### src/rtl/pfs_pkg.sv
package pfs_pkg;
    localparam int SEC_W  = 32;
    localparam int DLY_W  = 16;
    localparam int BIAS_W = 16;
    localparam int REC_W  = SEC_W + DLY_W + BIAS_W;

    typedef enum logic [1:0] {
        ST_ACQUIRE  = 2'd0,
        ST_TRACK    = 2'd1,
        ST_HOLDOVER = 2'd2
    } pfs_state_e;

    typedef struct packed {
        logic [BIAS_W-1:0] bias;
        logic [DLY_W-1:0]  delay;
        logic [SEC_W-1:0]  sec;
    } pfs_record_t;
endpackage

### src/rtl/pfs_edge_sync.sv
module pfs_edge_sync #(
    parameter int STAGES = 2
) (
    input  logic clk,
    input  logic rst_n,
    input  logic async_in,
    output logic rise
);
    logic [STAGES-1:0] chain;
    logic              last;

    always_ff @(posedge clk) begin
        if (!rst_n) chain[0] <= 1'b0;
        else        chain[0] <= async_in;
    end

    genvar g;
    generate
        for (g = 1; g < STAGES; g++) begin : g_stage
            always_ff @(posedge clk) begin
                if (!rst_n) chain[g] <= 1'b0;
                else        chain[g] <= chain[g-1];
            end
        end
    endgenerate

    always_ff @(posedge clk) begin
        if (!rst_n) last <= 1'b0;
        else        last <= chain[STAGES-1];
    end

    assign rise = chain[STAGES-1] & ~last;
endmodule

### src/rtl/pfs_tick_counter.sv
module pfs_tick_counter #(
    parameter int CNT_W      = 16,
    parameter int MISS_LIMIT = 75_000_000
) (
    input  logic             clk,
    input  logic             rst_n,
    input  logic             restart,
    output logic [CNT_W-1:0] dly_cnt,
    output logic             miss_hit
);
    localparam int MISS_W = $clog2(MISS_LIMIT + 1);
    localparam logic [MISS_W-1:0] MISS_LAST = MISS_W'(MISS_LIMIT - 1);

    logic [MISS_W-1:0] miss_cnt;

    always_ff @(posedge clk) begin
        if (!rst_n)                dly_cnt <= '0;
        else if (restart)          dly_cnt <= '0;
        else if (dly_cnt != '1)    dly_cnt <= dly_cnt + 1'b1;
    end

    always_ff @(posedge clk) begin
        if (!rst_n)                   miss_cnt <= '0;
        else if (restart)             miss_cnt <= '0;
        else if (miss_cnt != MISS_LAST) miss_cnt <= miss_cnt + 1'b1;
    end

    assign miss_hit = (miss_cnt == MISS_LAST);
endmodule

### src/rtl/pps_frame_stamper.sv
module pps_frame_stamper
    import pfs_pkg::*;
#(
    parameter int TICKS_PER_SEC = 50_000_000,
    parameter int SYNC_STAGES   = 2
) (
    input  logic              clk,
    input  logic              rst_n,
    input  logic              pps_in,
    input  logic              frame_in,
    input  logic              time_valid,
    input  logic [SEC_W-1:0]  time_sec,
    input  logic [BIAS_W-1:0] clk_bias,
    output logic              rec_valid,
    output logic [REC_W-1:0]  rec_data,
    output logic              pps_missing
);
    localparam int MISS_LIMIT = (TICKS_PER_SEC * 3) / 2;

    pfs_state_e        state, state_nx;
    logic              pps_edge, frame_edge, miss_hit, stamp;
    logic [DLY_W-1:0]  dly_cnt;
    logic [SEC_W-1:0]  last_time, epoch, epoch_nx;
    pfs_record_t       rec_nx;

    pfs_edge_sync #(.STAGES(SYNC_STAGES)) u_pps_sync (
        .clk(clk), .rst_n(rst_n), .async_in(pps_in), .rise(pps_edge)
    );

    pfs_edge_sync #(.STAGES(SYNC_STAGES)) u_frame_sync (
        .clk(clk), .rst_n(rst_n), .async_in(frame_in), .rise(frame_edge)
    );

    pfs_tick_counter #(.CNT_W(DLY_W), .MISS_LIMIT(MISS_LIMIT)) u_ticks (
        .clk(clk), .rst_n(rst_n), .restart(pps_edge),
        .dly_cnt(dly_cnt), .miss_hit(miss_hit)
    );

    // newest accepted time, including one arriving in this cycle
    assign epoch_nx = (time_valid ? time_sec : last_time) + 1'b1;

    always_ff @(posedge clk) begin
        if (!rst_n) begin
            last_time <= '0;
            epoch     <= '0;
        end else begin
            if (time_valid) last_time <= time_sec;
            if (pps_edge)   epoch     <= epoch_nx;
        end
    end

    // state transitions
    always_comb begin
        state_nx = state;
        unique case (state)
            ST_ACQUIRE:  if (pps_edge) state_nx = ST_TRACK;
            ST_TRACK:    if (!pps_edge && miss_hit) state_nx = ST_HOLDOVER;
            ST_HOLDOVER: if (pps_edge) state_nx = ST_TRACK;
            default:     state_nx = ST_ACQUIRE;
        endcase
    end

    always_ff @(posedge clk) begin
        if (!rst_n) state <= ST_ACQUIRE;
        else        state <= state_nx;
    end

    // record assembly
    assign stamp = frame_edge && (state != ST_ACQUIRE || pps_edge);

    always_comb begin
        rec_nx.sec   = pps_edge ? epoch_nx : epoch;
        rec_nx.delay = pps_edge ? '0 : dly_cnt;
        rec_nx.bias  = clk_bias;
    end

    always_ff @(posedge clk) begin
        if (!rst_n) begin
            rec_valid   <= 1'b0;
            rec_data    <= '0;
            pps_missing <= 1'b0;
        end else begin
            rec_valid   <= stamp;
            pps_missing <= (state_nx == ST_HOLDOVER);
            if (stamp) rec_data <= rec_nx;
        end
    end
endmodule

### config.mk
export PLATFORM = sky130hd
export DESIGN_NAME = pps_frame_stamper
export DESIGN_NICKNAME = d
export VERILOG_FILES = /design/src/rtl/pfs_pkg.sv /design/src/rtl/pfs_edge_sync.sv /design/src/rtl/pfs_tick_counter.sv /design/src/rtl/pps_frame_stamper.sv
export SDC_FILE = /design/constraint.sdc
export NUM_CORES = 1
export LEC_CHECK = 0
export BUFFER_PORTS_ARGS = -buffer_cell sky130_fd_sc_hd__clkbuf_2
export CAP_MARGIN = 15
export CELL_PAD_IN_SITES_DETAIL_PLACEMENT = 1
export CELL_PAD_IN_SITES_GLOBAL_PLACEMENT = 1
export CORE_ASPECT_RATIO = 1.1
export CORE_MARGIN = 2
export CORE_UTILIZATION = 30
export DETAILED_ROUTE_END_ITERATION = 12
export GPL_TIMING_DRIVEN = 1
export PLACE_DENSITY_LB_ADDON = 0.08
export SYNTH_ARGS = -nofsm -noshare
export SYNTH_HDL_FRONTEND = slang
export SYNTH_SLANG_ARGS = --single-unit
### constraint.sdc
create_clock -name clk -period 3.4 [get_ports clk]
set_clock_uncertainty 0.2 [all_clocks]
set_input_delay 0.51 -clock clk [delete_from_list [all_inputs] [get_ports clk]]
set_output_delay 0.51 -clock clk [all_outputs]
set_load 0.1 [all_outputs]
==> results.json <==
{
  "fmax_mhz": 362,
  "cts_setup_buffers": 0,
  "dieArea_sq_um": 27500,
  "antenna_cells": 0,
  "rows": 62,
  "slowest_delay_ns": 0.45,
  "rsz0062_at_grt": "false",
  "slew_viol_final": 0,
  "drc": 0,
  "cp.arrival_ns": 2.84,
  "ys_async_sr_fraction_pct": 0,
  "r2r_start": "last_time[0]",
  "path_cells": "buf_2, mux2_2, ha_1, inv_1, a2111oi_4, nand4_4, nor2b_4, nor4b_2, a21oi_1",
  "clock_latency_ns": 0.43,
  "yosysWarningCount": 0,
  "cp-start-kind": "input port",
  "yosys-top-cells-count": "181 x dfxtp_1, 117 x nand2_1, 100 x nor2_1",
  "synth_area_sq_um": 7860,
  "r2r_end": "rec_data[30]",
  "yosys.area.top_type": "dfxtp_1",
  "max_cap_violations": 0,
  "clkSlewWorstSetupHoldPaths_ns": 0.07,
  "grt_pass1_wl_microns": 36500,
  "final_antenna_net_count": 0,
  "wl_per_cell_microns": 16.3,
  "port_buffers": 118,
  "postCtsHoldBufs": 0,
  "critPathKind": "in -> reg",
  "area_growth_pct": 20.2,
  "synth_top_area_share_pct": 46.1,
  "vias": 6612,
  "crit_path_max_fanout": 25,
  "cts-root-buf": "clkbuf_16",
  "ys_seq_area_share_pct": 46.1,
  "gpl.final_weighted_congestion": 0.769,
  "clockBufferDepth": 2,
  "dp_slack_ns": 0.162,
  "hold-path-endpoint": "u_pps_sync.chain[0]",
  "synth_edf_count": 0,
  "hp-class": "in -> reg",
  "drt_wl_total_microns": 22300,
  "via_per_inst": 4.82,
  "worst-r2r-cell-count": 8,
  "hold_depth": 2,
  "synthTopCellsByArea": "dfxtp_1 46%, nand2_1 5.6%, nor2_1 4.8%",
  "dr.pass1.iters": 4,
  "grt_max_degree": 70,
  "finalSetupViolCount": 0,
  "power_density_nw_per_um2": 476,
  "initial_core_util_pct": 30.3,
  "synth_ff_type": "dfxtp_1",
  "fin_tns_setup_ns": 0,
  "syn-num-nets": 956,
  "cts_resized": 0,
  "worst_pin_slew_ns": 0.749,
  "drive_gt1_share_pct": 19.8,
  "r2r_slack_ns": 0.93,
  "ios": 119,
  "worst_slack_ns": 0.639,
  "timing.slew.headroom_pct": 50.0,
  "hold_viol_final": 0,
  "clock-sinks": 181,
  "min_from": "pps_in",
  "synth_seq_cells": 181,
  "yosys.cell_count.top_type": "dfxtp_1",
  "cp_slowest_cell": "buf_2",
  "cts_tree": "built",
  "fin_nets": 1062,
  "grt_pass1_vias": 6591,
  "status": "finished, final reports clean",
  "placed_cells": 1339,
  "syn_avg_cell_area_sq_um": 8.73,
  "crit_required_ns": 3.48,
  "synthCells": 900,
  "setup.worst_path.end_class": "flop",
  "dieHeight_microns": 174,
  "antenna_found_initial": 0,
  "die_w_microns": 158,
  "cts_max_level": 4,
  "numCtsBuffers": 17,
  "leakage_uw": 0.00367,
  "final_cells": 1371,
  "grt_overflow": 0,
  "dp_hpwl_microns": 15600,
  "drt_iter0_drc": 280,
  "period_needed_ns": 2.76,
  "grt_usage_pct": 16.7,
  "yosysUniqueCellTypes": 67,
  "period_share_pct": 81.2,
  "core_sq_um": 25900,
  "ir_drop_v": 0.000211
}
area by class of cell:
type / instances / area, sq um
clock buffers: 18 / 429
inverters: 9 / 33.8
flip-flops and latches: 181 / 3620
repair buffers: 138 / 791
fillers: 3145 / 16500
well taps: 352 / 440
clock inverters: 14 / 124
multi-input cells: 659 / 4010
kinds of logic (layout without fill, tap and decap cells):
| group | after synthesis | in the layout | synth area share (%) |
|---|---|---|---|
| AND/OR/NAND/NOR | 394 | 394 | 25.5 |
| flip-flops | 181 | 181 | 46.1 |
| AO/OA/AOI/OAI | 166 | 166 | 13.3 |
| buffers and inverters | 60 | 179 | 3.18 |
| XOR/XNOR | 55 | 55 | 6.13 |
| multiplexers | 41 | 41 | 5.32 |
| adder cells (fa/ha/maj) | 3 | 3 | 0.478 |
routing by layer:
layer  wire length, microns  vias up  GRT usage, %
met1                  11200     3141          23.6
met4                    229        0          3.94
li1                       -     3375             -
met5                      0        -             0
met2                  10300       82          26.7
met3                    546       14          2.75
cell usage in the layout (no fill, tap or decap), types with 3 or more instances in the layout:
cell type	n
a211oi_1	9
a21oi_1	64
a22oi_1	6
a31oi_1	10
and2_1	20
and3_1	9
and4_1	5
buf_12	4
buf_4	16
clkbuf_16	17
clkbuf_2	117
clkinv_4	6
dfxtp_1	181
ha_1	3
inv_1	8
inv_8	3
mux2_2	6
mux2i_1	35
nand2_1	117
nand2b_1	3
nand3_1	55
nand3b_1	13
nand4_1	18
nor2_1	100
nor3_1	19
nor3b_1	3
nor4b_1	4
nor4b_2	3
o211ai_1	6
o21ai_0	40
o21ba_2	3
o22ai_1	5
or3_1	7
xnor2_1	20
xor2_1	35
worst max-delay path, delay by kind of cell:
family	cells	cell delay, ns
buffers and inverters	2	0.55
AOI/OAI and AO/OA	2	0.47
adders and majority gates	1	0.21
muxes	1	0.29
and+or+nand+nor	3	0.80
flip-flops by register name, indices dropped and copies added, names as in the netlist:
signal and flops:
rec_data 64, epoch 32, last_time 32, u_ticks.miss_cnt 27
u_ticks.dly_cnt 16, state 2, u_frame_sync.chain 2, u_pps_sync.chain 2
pps_missing 1, rec_valid 1, u_frame_sync.last 1, u_pps_sync.last 1
through the flow:
step                hold slack [ns]  total power, uW  instance area, sq um  util [%]
global route                 0.0808             4710                  9450      36.5
global placement              0.217             2670                  8900      34.3
detailed placement            0.222             2670                  8900      34.3
CTS                          0.0749             4580                  9450      36.5
floorplan                     0.212             2530                  7860         -
finish                       0.0948             4500                  9450      36.5
worst max path at each step:
stage | from | end | slack [ns] | depth (start not counted)
2_1_floorplan | time_valid | epoch[24] | 0.07 | 13
3_3_place_gp | time_valid | rec_data[30] | 0.23 | 9
3_5_place_dp | time_valid | rec_data[30] | 0.16 | 9
4_1_cts | time_valid | rec_data[30] | 0.63 | 9
5_1_grt | time_valid | rec_data[23] | 0.42 | 8
6_report | time_valid | rec_data[30] | 0.64 | 9
power by group:
part / internal (uW) / switching [uW]
Clock: 962 / 922
Sequential: 2170 / 36.4
Combinational: 124 / 278
Total: 3260 / 1240
No activity file was read; power rests on OpenSTA's default activity.
